===== config.mk =====
export PLATFORM = sky130hd
export DESIGN_NAME = frame_hdr_decoder
export DESIGN_NICKNAME = d
export VERILOG_FILES = /design/src/rtl/fhd_pkg.sv /design/src/rtl/fhd_depth_decode.sv /design/src/rtl/fhd_size_check.sv /design/src/rtl/frame_hdr_decoder.sv
export SDC_FILE = /design/constraint.sdc
export NUM_CORES = 1
export LEC_CHECK = 0
export BUFFER_PORTS_ARGS = -buffer_cell sky130_fd_sc_hd__clkbuf_2
export CORE_MARGIN = 5
export CORE_UTILIZATION = 30
export CTS_CLUSTER_SIZE = 10
export DETAILED_ROUTE_END_ITERATION = 16
export GPL_TIMING_DRIVEN = 0
export PLACE_DENSITY = 0.5
export SLEW_MARGIN = 20
export SYNTH_ARGS = -nofsm -noshare
export SYNTH_HDL_FRONTEND = slang
export SYNTH_SLANG_ARGS = --single-unit

===== constraint.sdc =====
create_clock -name clk_i -period 0.8 [get_ports clk_i]
set_input_delay 0.08 -clock clk_i [delete_from_list [all_inputs] [get_ports clk_i]]
set_output_delay 0.08 -clock clk_i [all_outputs]
set_load 0.02 [all_outputs]

===== src/rtl/fhd_pkg.sv =====
package fhd_pkg;
  typedef enum logic [2:0] {
    PIX_NONE = 3'd0,
    PIX_2    = 3'd1,
    PIX_4    = 3'd2,
    PIX_8    = 3'd3,
    PIX_12   = 3'd4,
    PIX_16   = 3'd5
  } pix_fmt_e;

  typedef struct packed {
    logic       valid;
    logic       hdr_long;
    logic [4:0] bpp;
    pix_fmt_e   fmt;
  } depth_t;

  localparam int unsigned HdrLongBytes  = 512;
  localparam int unsigned HdrShortBytes = 32;
  localparam int unsigned SizeSlack     = 2;
endpackage


===== src/rtl/fhd_depth_decode.sv =====
module fhd_depth_decode
  import fhd_pkg::*;
(
  input  logic [2:0] code_i,
  input  logic       tft_i,
  output depth_t     depth_o
);
  always_comb begin
    depth_o = '{valid: 1'b0, hdr_long: 1'b0, bpp: 5'd0, fmt: PIX_NONE};
    unique case (code_i)
      3'd0: ;
      3'd1: depth_o = '{valid: 1'b1, hdr_long: 1'b0, bpp: 5'd2, fmt: PIX_2};
      3'd2: depth_o = '{valid: 1'b1, hdr_long: 1'b0, bpp: 5'd4, fmt: PIX_4};
      3'd3: depth_o = '{valid: 1'b1, hdr_long: 1'b1, bpp: 5'd8, fmt: PIX_8};
      default: depth_o = '{valid: 1'b1, hdr_long: 1'b1, bpp: 5'd16,
                           fmt: (tft_i ? PIX_16 : PIX_12)};
    endcase
  end
endmodule


===== src/rtl/fhd_size_check.sv =====
module fhd_size_check
  import fhd_pkg::*;
#(
  parameter int unsigned DIM_W  = 11,
  parameter int unsigned SIZE_W = 32,
  parameter int unsigned OFS_W  = 10
) (
  input  logic [DIM_W-1:0]  width_i,
  input  logic [DIM_W-1:0]  height_i,
  input  logic [4:0]        bpp_i,
  input  logic [OFS_W-1:0]  offset_i,
  input  logic [SIZE_W-1:0] buf_size_i,
  output logic [DIM_W+1:0]  stride_o,
  output logic              overrun_o
);
  localparam int unsigned PROD_W = 2 * DIM_W + 5;
  localparam int unsigned LINE_W = DIM_W + 5;
  localparam int unsigned CMP_W  = ((PROD_W > SIZE_W) ? PROD_W : SIZE_W) + 2;

  logic [PROD_W-1:0] frame_bits;
  logic [LINE_W-1:0] line_bits;
  logic [CMP_W-1:0]  need, limit;

  assign frame_bits = PROD_W'(width_i) * PROD_W'(height_i) * PROD_W'(bpp_i);
  assign line_bits  = LINE_W'(width_i) * LINE_W'(bpp_i);
  assign stride_o   = line_bits[LINE_W-1:3];

  // truncation applies to the whole frame, not per line
  assign need      = CMP_W'(frame_bits[PROD_W-1:3]) + CMP_W'(offset_i);
  assign limit     = CMP_W'(buf_size_i) + CMP_W'(SizeSlack);
  assign overrun_o = need > limit;
endmodule


===== src/rtl/frame_hdr_decoder.sv =====
module frame_hdr_decoder
  import fhd_pkg::*;
#(
  parameter int unsigned DIM_W  = 11,
  parameter int unsigned SIZE_W = 32,
  parameter int unsigned OFS_W  = 10
) (
  input  logic              clk_i,
  input  logic              rst_ni,
  input  logic              start_i,
  input  logic              enable_i,
  input  logic [1:0]        load_mode_i,
  input  logic              tft_i,
  input  logic [15:0]       pal_word_i,
  input  logic [DIM_W-1:0]  width_i,
  input  logic [DIM_W-1:0]  height_i,
  input  logic [SIZE_W-1:0] buf_size_i,
  output logic              done_o,
  output logic              accept_o,
  output logic              sync_err_o,
  output logic              disable_req_o,
  output logic [4:0]        bpp_o,
  output logic [2:0]        fmt_o,
  output logic [OFS_W-1:0]  offset_o,
  output logic [DIM_W+1:0]  stride_o
);
  localparam int unsigned STRIDE_W = DIM_W + 2;

  depth_t              depth;
  logic                active, hdr_on, overrun;
  logic [OFS_W-1:0]    offset_c;
  logic [STRIDE_W-1:0] stride_c;
  logic                pal_unused;

  assign pal_unused = ^{pal_word_i[15], pal_word_i[11:0]};

  fhd_depth_decode u_depth (
    .code_i  (pal_word_i[14:12]),
    .tft_i   (tft_i),
    .depth_o (depth)
  );

  assign active   = enable_i && (load_mode_i != 2'd1);
  assign hdr_on   = load_mode_i != 2'd2;
  assign offset_c = !hdr_on        ? '0 :
                    depth.hdr_long ? OFS_W'(HdrLongBytes) : OFS_W'(HdrShortBytes);

  fhd_size_check #(
    .DIM_W (DIM_W),
    .SIZE_W(SIZE_W),
    .OFS_W (OFS_W)
  ) u_size (
    .width_i   (width_i),
    .height_i  (height_i),
    .bpp_i     (depth.bpp),
    .offset_i  (offset_c),
    .buf_size_i(buf_size_i),
    .stride_o  (stride_c),
    .overrun_o (overrun)
  );

  logic                acc_d, err_d;
  logic [4:0]          bpp_d;
  logic [2:0]          fmt_d;
  logic [OFS_W-1:0]    ofs_d;
  logic [STRIDE_W-1:0] str_d;

  always_comb begin
    acc_d = 1'b0;
    err_d = 1'b0;
    bpp_d = '0;
    fmt_d = PIX_NONE;
    ofs_d = '0;
    str_d = '0;
    if (active && depth.valid) begin
      bpp_d = depth.bpp;
      fmt_d = depth.fmt;
      ofs_d = offset_c;
      str_d = stride_c;
      err_d = overrun;
      acc_d = !overrun;
    end
  end

  always_ff @(posedge clk_i or negedge rst_ni) begin
    if (!rst_ni) begin
      done_o        <= 1'b0;
      disable_req_o <= 1'b0;
      accept_o      <= 1'b0;
      sync_err_o    <= 1'b0;
      bpp_o         <= '0;
      fmt_o         <= '0;
      offset_o      <= '0;
      stride_o      <= '0;
    end else begin
      done_o        <= start_i;
      disable_req_o <= start_i && err_d;
      if (start_i) begin
        accept_o   <= acc_d;
        sync_err_o <= err_d;
        bpp_o      <= bpp_d;
        fmt_o      <= fmt_d;
        offset_o   <= ofs_d;
        stride_o   <= str_d;
      end
    end
  end
endmodule


==> impl_results.md, run 1 <==
* Slowest-stage cell, CP: fa_1
* Clk sink count at 25
* Number of library cell types mapped by synthesis at 65
* Core box area at 34,630 um^2
* Hold Slack at -0.1724 ns
* Internal power at 32.78 mW
* Power per Cell Area at 4568 nW/um^2
* Syn Inst Count at 1,268
* # IOs at about 110
* Initial DRT Pass Iterations at 5
* FF+latch area at 628.1 um^2
* Count of final setup violators at between 40 and 50
* Crit path arrival time at 9.79 ns
* IO Port Bufs at 88
* DRC viols at 0
* Slew Viols, Final at 0
* CP dominant cell by count: fa_1
* Hold Vio Cnt, Final at 25
* CP startpoint kind: input pin
* Num CTS Buffers at 3
* Number of global-route vias before repair at 9,731
* H-tree levels at 1
* Max cap viols at 0
* Initial DRC Count at 358
* Synth warn at 0
* Die area at 39,040 um^2
* P_leak at 7.188 nW
* Clk buf depth at 2
* Cell area after synthesis at 10,560 um^2
* Row count at 68
* RSZ-0062 raised after global routing: yes
* Setup WS post-layout at -8.793 ns
* Minimum clock period at approximately 9.6 ns
* Fraction of layout cells with a size suffix above 1 at between 30% and 40%
* Register share of total power at 2.2%
* F_max at 104.2 MHz
* Clock Latency Late Sink at around 0.26 ns
* Setup CP Type: in2reg
* Worst-Margin Slew at 0.8604 ns
* Failing checks: hold timing, setup timing
* Crit. End Element: flip-flop
* Post-synthesis register bit count at 25
* Post-synthesis average cell area at roughly 8.3 um^2
* Logic pwr share at a little over nine tenths
* Worst r2r src: stride_o[3]
* Max-slew headroom at a little over two fifths
* WL per Instance at 15.59 um
* Crit path launch: height_i[4]
* Initial Util at 30.48%
* Filler cells at between 3,000 and 4,000
* EDFF count, synth at 0
* Routed wire length at 30,150 um
* Final #Nets at 1,862
* Tcrit/Tclk final at 1199%
* CTS tree: done
* CP required at 1.00 ns
* Peak VDD IR at 2791 uV
* Tot Pwr at 66.39 mW
* Vias at 9,134
* Die width at 197.6 um
* First-pass GRT wire length at 50,370 um
* Area of the multi-input gates at 10,130 um^2
* Reg clk slew, reported paths at ~0.060 ns
* Cell area after layout at 14,530 um^2
* Switching Fraction at 50.63%
* Initial antenna violation count at 0
* Post-DP Area at roughly 12,000 um^2
* Ys flop type: dfrtp_1
* Die Y-Extent at 197.6 um
* Placement Setup Slack at -10.40 ns
* Root Buffer: clkbuf_16
* DRT antenna net count at 0
* Dpl hpwl at 24,430 um
* Post-synthesis sequential area ratio at under 10%
* Status: finished with violations
* Clk_skew at 0 ns
* Crit-path max cell delay at 0.59 ns
* Via density per instance at 4.723
* FFs w/ async S/R, synth at 100.0%
* Clock power share at 1.7%
* Largest net degree at the start of global routing at 26
* GRT Util Overall at 15.56%
* Area growth, synth to finish at 37.70%
* Crit-path max FO at 10
* Antenna diodes at 0
* Overflow after GRT at 0
* Hold Path Class: in2async
* NetSw at 33.62 mW
* Final Wtd Congestion at between 0.8 and 0.9
[synth_stat cells, types with 16 or more instances]
master	number	area, um^2
nor3_1	17	85.08
ha_1	165	2064
a21o_1	24	180.2
clkbuf_1	45	168.9
and2_1	89	556.8
nand3_1	19	95.09
dfrtp_1	25	625.6
nand2_1	136	510.5
nor2_1	84	315.3
xnor2_1	49	429.2
nand4_1	16	100.1
a21oi_1	45	225.2
inv_1	193	724.4
xor2_1	37	324.1
fa_1	140	2803
o21ai_0	25	125.1
[per-stage QoR]
stage / instances / setup TNS (ns) / utilization, %
after global routing: 1934 / -61.81 / 41.97
final: 1934 / -58.84 / 41.97
after floorplan: 1278 / -57.77 / -
after CTS: 1900 / -59.15 / 39.57
after global placement: 1821 / -71.88 / 35.17
after detailed placement: 1821 / -71.86 / 35.17
[per-layer routing]
metal  part of all wire (%)  global-route usage [%]  up-vias
met2                     50                   27.59      112
li1                       -                       -     4539
met1                     46                   21.68     4467
met5                      0                       0        -
met4                    1.1                   1.836        0
met3                    2.7                  0.8699       16
[registers in the layout, indices dropped and copies added (netlist names)]
register / flops
sync_err_o: 1
done_o: 1
bpp_o: 3
stride_o: 13
fmt_o: 3
disable_req_o: 1
offset_o: 2
accept_o: 1
[layout make-up]
type / count / area share, %
Clock buffer: 4 / 0.5424
Tap cell: 455 / 3.917
Buffer: 49 / 4.373
Inverter: 193 / 5.122
Timing Repair Buffer: 204 / 12.03
Sequential cell: 25 / 4.322
Multi-Input combinational cell: 1004 / 69.70
[repair_timing]
item | 4_1_cts | 5_1_grt
resized for setup | 160 | 162
gates cloned | 1 | 0
endpoints found under the hold margin | 25 | 25
endpoints found under the setup margin | 50 | 47
pin swaps | 66 | 71
buffers inserted | 80 | 37
[final timing paths]
path                                to  slack, ns  cells past startpoint
min in group clk_i              done_o       0.04                      1
setup / recovery            sync_err_o      -8.79                     41
hold reg to reg               bpp_o[2]       0.54                      1
max in group asynchronous     fmt_o[2]       0.53                      1
hold / removal                  done_o      -0.17                      1
setup reg to reg           stride_o[3]      -0.07                      2
[power by group through the flow]
stage / Combinational, mW / Sequential, mW / Clock (mW)
floorplan: 38.8 / 1.52 / 0
global placement: 39.2 / 1.44 / 0
detailed placement: 39.9 / 1.44 / 0
CTS: 55.5 / 1.42 / 1.12
global route: 69.9 / 1.44 / 1.17
finish: 63.9 / 1.43 / 1.11
[layout by cell type, fill, tap and decap left out, drive strengths merged, types with 4 or more instances in the layout]
| cell type | Yosys | routed |
|---|---|---|
| nand4 | 16 | 16 |
| nor4 | 10 | 10 |
| o21ai | 29 | 29 |
| and2 | 89 | 89 |
| ha | 165 | 165 |
| nor3 | 17 | 17 |
| a31oi | 6 | 6 |
| nor2b | 8 | 8 |
| fa | 140 | 140 |
| and3 | 12 | 12 |
| inv | 193 | 192 |
| xnor2 | 49 | 49 |
| nand2 | 136 | 136 |
| o21bai | 4 | 4 |
| nand3 | 19 | 19 |
| clkbuf | 45 | 107 |
| dfrtp | 25 | 25 |
| a211oi | 5 | 5 |
| xor2 | 37 | 37 |
| conb | 1 | 11 |
| o21a | 4 | 4 |
| o2bb2ai | 8 | 8 |
| or3 | 4 | 4 |
| nor2 | 84 | 84 |
| a22o | 11 | 11 |
| or4 | 4 | 4 |
| buf | 11 | 150 |
| a21boi | 5 | 5 |
| nand2b | 13 | 13 |
| and4 | 6 | 6 |
| a21oi | 45 | 45 |
| a21o | 24 | 24 |
| or2 | 6 | 6 |
[critical path, delay by kind of cell]
family,cells,cell delay (ns)
AOI/OAI and AO/OA,9,1.34
and+or+nand+nor,10,2.37
xor gates and xnor gates,2,0.46
adders and majority gates,11,4.46
buffers and inverters,9,1.05
[cells by family after synthesis]
kind of cell,Yosys count,synth area share (%)
multiplexers,2,0.2015
AND/OR/NAND/NOR,428,20.10
other,1,0.03553
AO/OA/AOI/OAI,172,11.20
XOR/XNOR,86,7.136
adder cells (fa/ha/maj),305,46.11
flip-flops,25,5.927
buffers and inverters,249,9.282
Note: power is estimated with default switching activity, not from simulation.
==> run 2: changes to the inputs <==
- PLACE_DENSITY: 0.5 -> unset
==> impl_results.md, run 2 (synthesis results as in run 1) <==
* Clk sink count at 25 (unchanged)
* Initial Util at 30.48% (unchanged)
* Clk_skew at 0 ns (unchanged)
* Final Non-Filler Cells at 1,927 (-0.36%)
* Worst reg2reg path depth at 2 (unchanged)
* Max cap viols at 0 (unchanged)
* Crit-path max cell delay at 0.56 ns (-0.03 ns)
* Core box area at 34,630 um^2 (unchanged)
* Crit path launch: width_i[5]
* Commonest non-fill, non-tap cells in the layout: inv_1 (174), fa_1 (130), nand2_1 (122)
* Slowest-stage cell, CP: fa_1
* Number of global-route vias before repair at 9,860 (+1.3%)
* CTS tree: done
* Most flops, register: stride_o
* DP Cell Count at 1,821 (unchanged)
* Overflow after GRT at 0 (unchanged)
* Hold Slack at -0.1775 ns (-0.005134 ns)
* Slew Viols, Final at 0 (unchanged)
* Crit. End Element: flip-flop
* Setup WS post-layout at -8.747 ns (+0.04610 ns)
* Die width at 197.6 um (unchanged)
* Die Y-Extent at 197.6 um (unchanged)
* Biggest regs: stride_o x13, bpp_o x3, fmt_o x3
* Vias at 9,349 (+2.4%)
* DRT antenna net count at 0 (unchanged)
* RSZ-0062 raised after global routing: yes
* Status: finished with violations
* WL per Instance at 15.48 um (-0.67%)
* Setup CP Type: in2reg
* Initial DRC Count at 419 (+17%)
* Clk buf depth at 2 (unchanged)
* Max-slew headroom at 51.90% (+9.7 points)
* Reg clk slew, reported paths at 0.06 ns (about the same)
* GRT Util Overall at 14.87% (-0.69 points)
* H-tree levels at 1 (unchanged)
* Count of final setup violators at 46 (+4.5%)
* CP startpoint kind: input pin
* Row count at 68 (unchanged)
* Worst-Margin Slew at 0.7164 ns (-0.1440 ns)
* Tcrit/Tclk final at 1193% (-5.8 points)
* Hold Vio Cnt, Final at 25 (unchanged)
* Antenna diodes at 0 (unchanged)
* Area growth, synth to finish at 39.31%
* DRC viols at 0 (unchanged)
* Dpl hpwl at 23,460 um (-4.0%)
* Hold Path Class: in2async
* # IOs at 112 (unchanged)
* Routed wire length at 29,840 um (-1.0%)
* Final #Nets at 1,855 (-0.38%)
* Fraction of layout cells with a size suffix above 1 at 31.39% (+1.4 points)
* Final Wtd Congestion at 0.8373 (+2.7%)
* Worst r2r src: stride_o[0]
* Die area at 39,040 um^2 (unchanged)
* Filler cells at 3,328 (-4.2%)
* Largest net degree at the start of global routing at 26 (unchanged)
* CP required at 1.00 ns (about the same)
* IO Port Bufs at 88 (unchanged)
* Crit-path max FO at 7 (-3)
* Cell area after layout at 14,700 um^2 (+1.2%)
* Clock Latency Late Sink at 0.26 ns (about the same)
* Initial antenna violation count at 0 (unchanged)
* Most common cell after layout, fill and taps aside: inv_1
* Via density per instance at 4.852 (+2.7%)
* Root Buffer: clkbuf_16
* Max FFs per register at 13 (unchanged)
* CP dominant cell by count: fa_1
* Initial DRT Pass Iterations at 4 (-1)
* Crit path arrival time at 9.75 ns (-0.04 ns)
* First-pass GRT wire length at 48,750 um (-3.2%)
* Minimum clock period at 9.547 ns (-0.04610 ns)
* Num CTS Buffers at 3 (unchanged)
* Failing checks: hold timing, setup timing
* Post-DP Area at 12,180 um^2 (unchanged)
* F_max at 104.7 MHz (+0.48%)
[run 2: cell count changes in the layout (fill, tap and decap cells not counted), moves of 6 or more]
cell      previous run  this run
clkbuf_8            24        13
buf_4              109       100
ha_1               132       114
buf_6               30        36
nand2_2             13         7
ha_4                28        43
[run 2: worst paths after layout]
| check | slack, ns | to |
|---|---|---|
| max reg2reg | -0.10 | stride_o[0] |
| min reg2reg | 0.52 | fmt_o[1] |
| min | -0.18 | disable_req_o |
| max | -8.75 | sync_err_o |
| min in group clk_i | 0.07 | done_o |
| max in group asynchronous | 0.54 | fmt_o[2] |
[run 2: area by class of cell]
type                       count  area, um^2  share of cell area [%]
clock buffer                   4       78.83                  0.5361
inverter                     193       747.0                   5.080
sequential                    25       626.9                   4.263
tap                          455       569.3                   3.872
buffer                        48       605.6                   4.118
multi-input combinational   1004       10360                   70.46
timing repair buffer         198        1717                   11.67
[run 2: stage by stage]
stage | setup WS [ns] | setup TNS, ns | utilization [%]
2_1_floorplan | -8.480 | -57.77 | -
3_3_place_gp | -10.19 | -70.78 | 35.17
3_5_place_dp | -10.32 | -71.59 | 35.17
4_1_cts | -8.905 | -58.63 | 39.41
5_1_grt | -9.097 | -62.25 | 42.46
6_report | -8.747 | -59.73 | 42.46
[run 2: worst max-delay path: cells and delay by family]
| kind | cells | cell delay, ns |
|---|---|---|
| compound gates | 9 | 1.45 |
| xor+xnor | 2 | 0.45 |
| fa+ha+maj | 11 | 4.63 |
| buf+inv | 10 | 1.11 |
| simple gates | 8 | 2.03 |
[run 2: repair_timing]
item                                   4_1_cts  5_1_grt
setup endpoints to repair                   50       49
resized for setup                          155      212
setup buffers                               74       39
endpoints found under the hold margin       25       25
pin swaps                                   73      108
[run 2: metal layers]
layer  wire [um]  GRT usage (%)  up-vias
met5           0              0        -
met4         844          3.775        0
met3         947          1.160       44
met2       14800          25.77      166
met1       13250          20.16     4626
li1            -              -     4513
Power of run 2 is not shown: default switching activity piles up to over one toggle a cycle in this logic, so the estimate is an artifact.
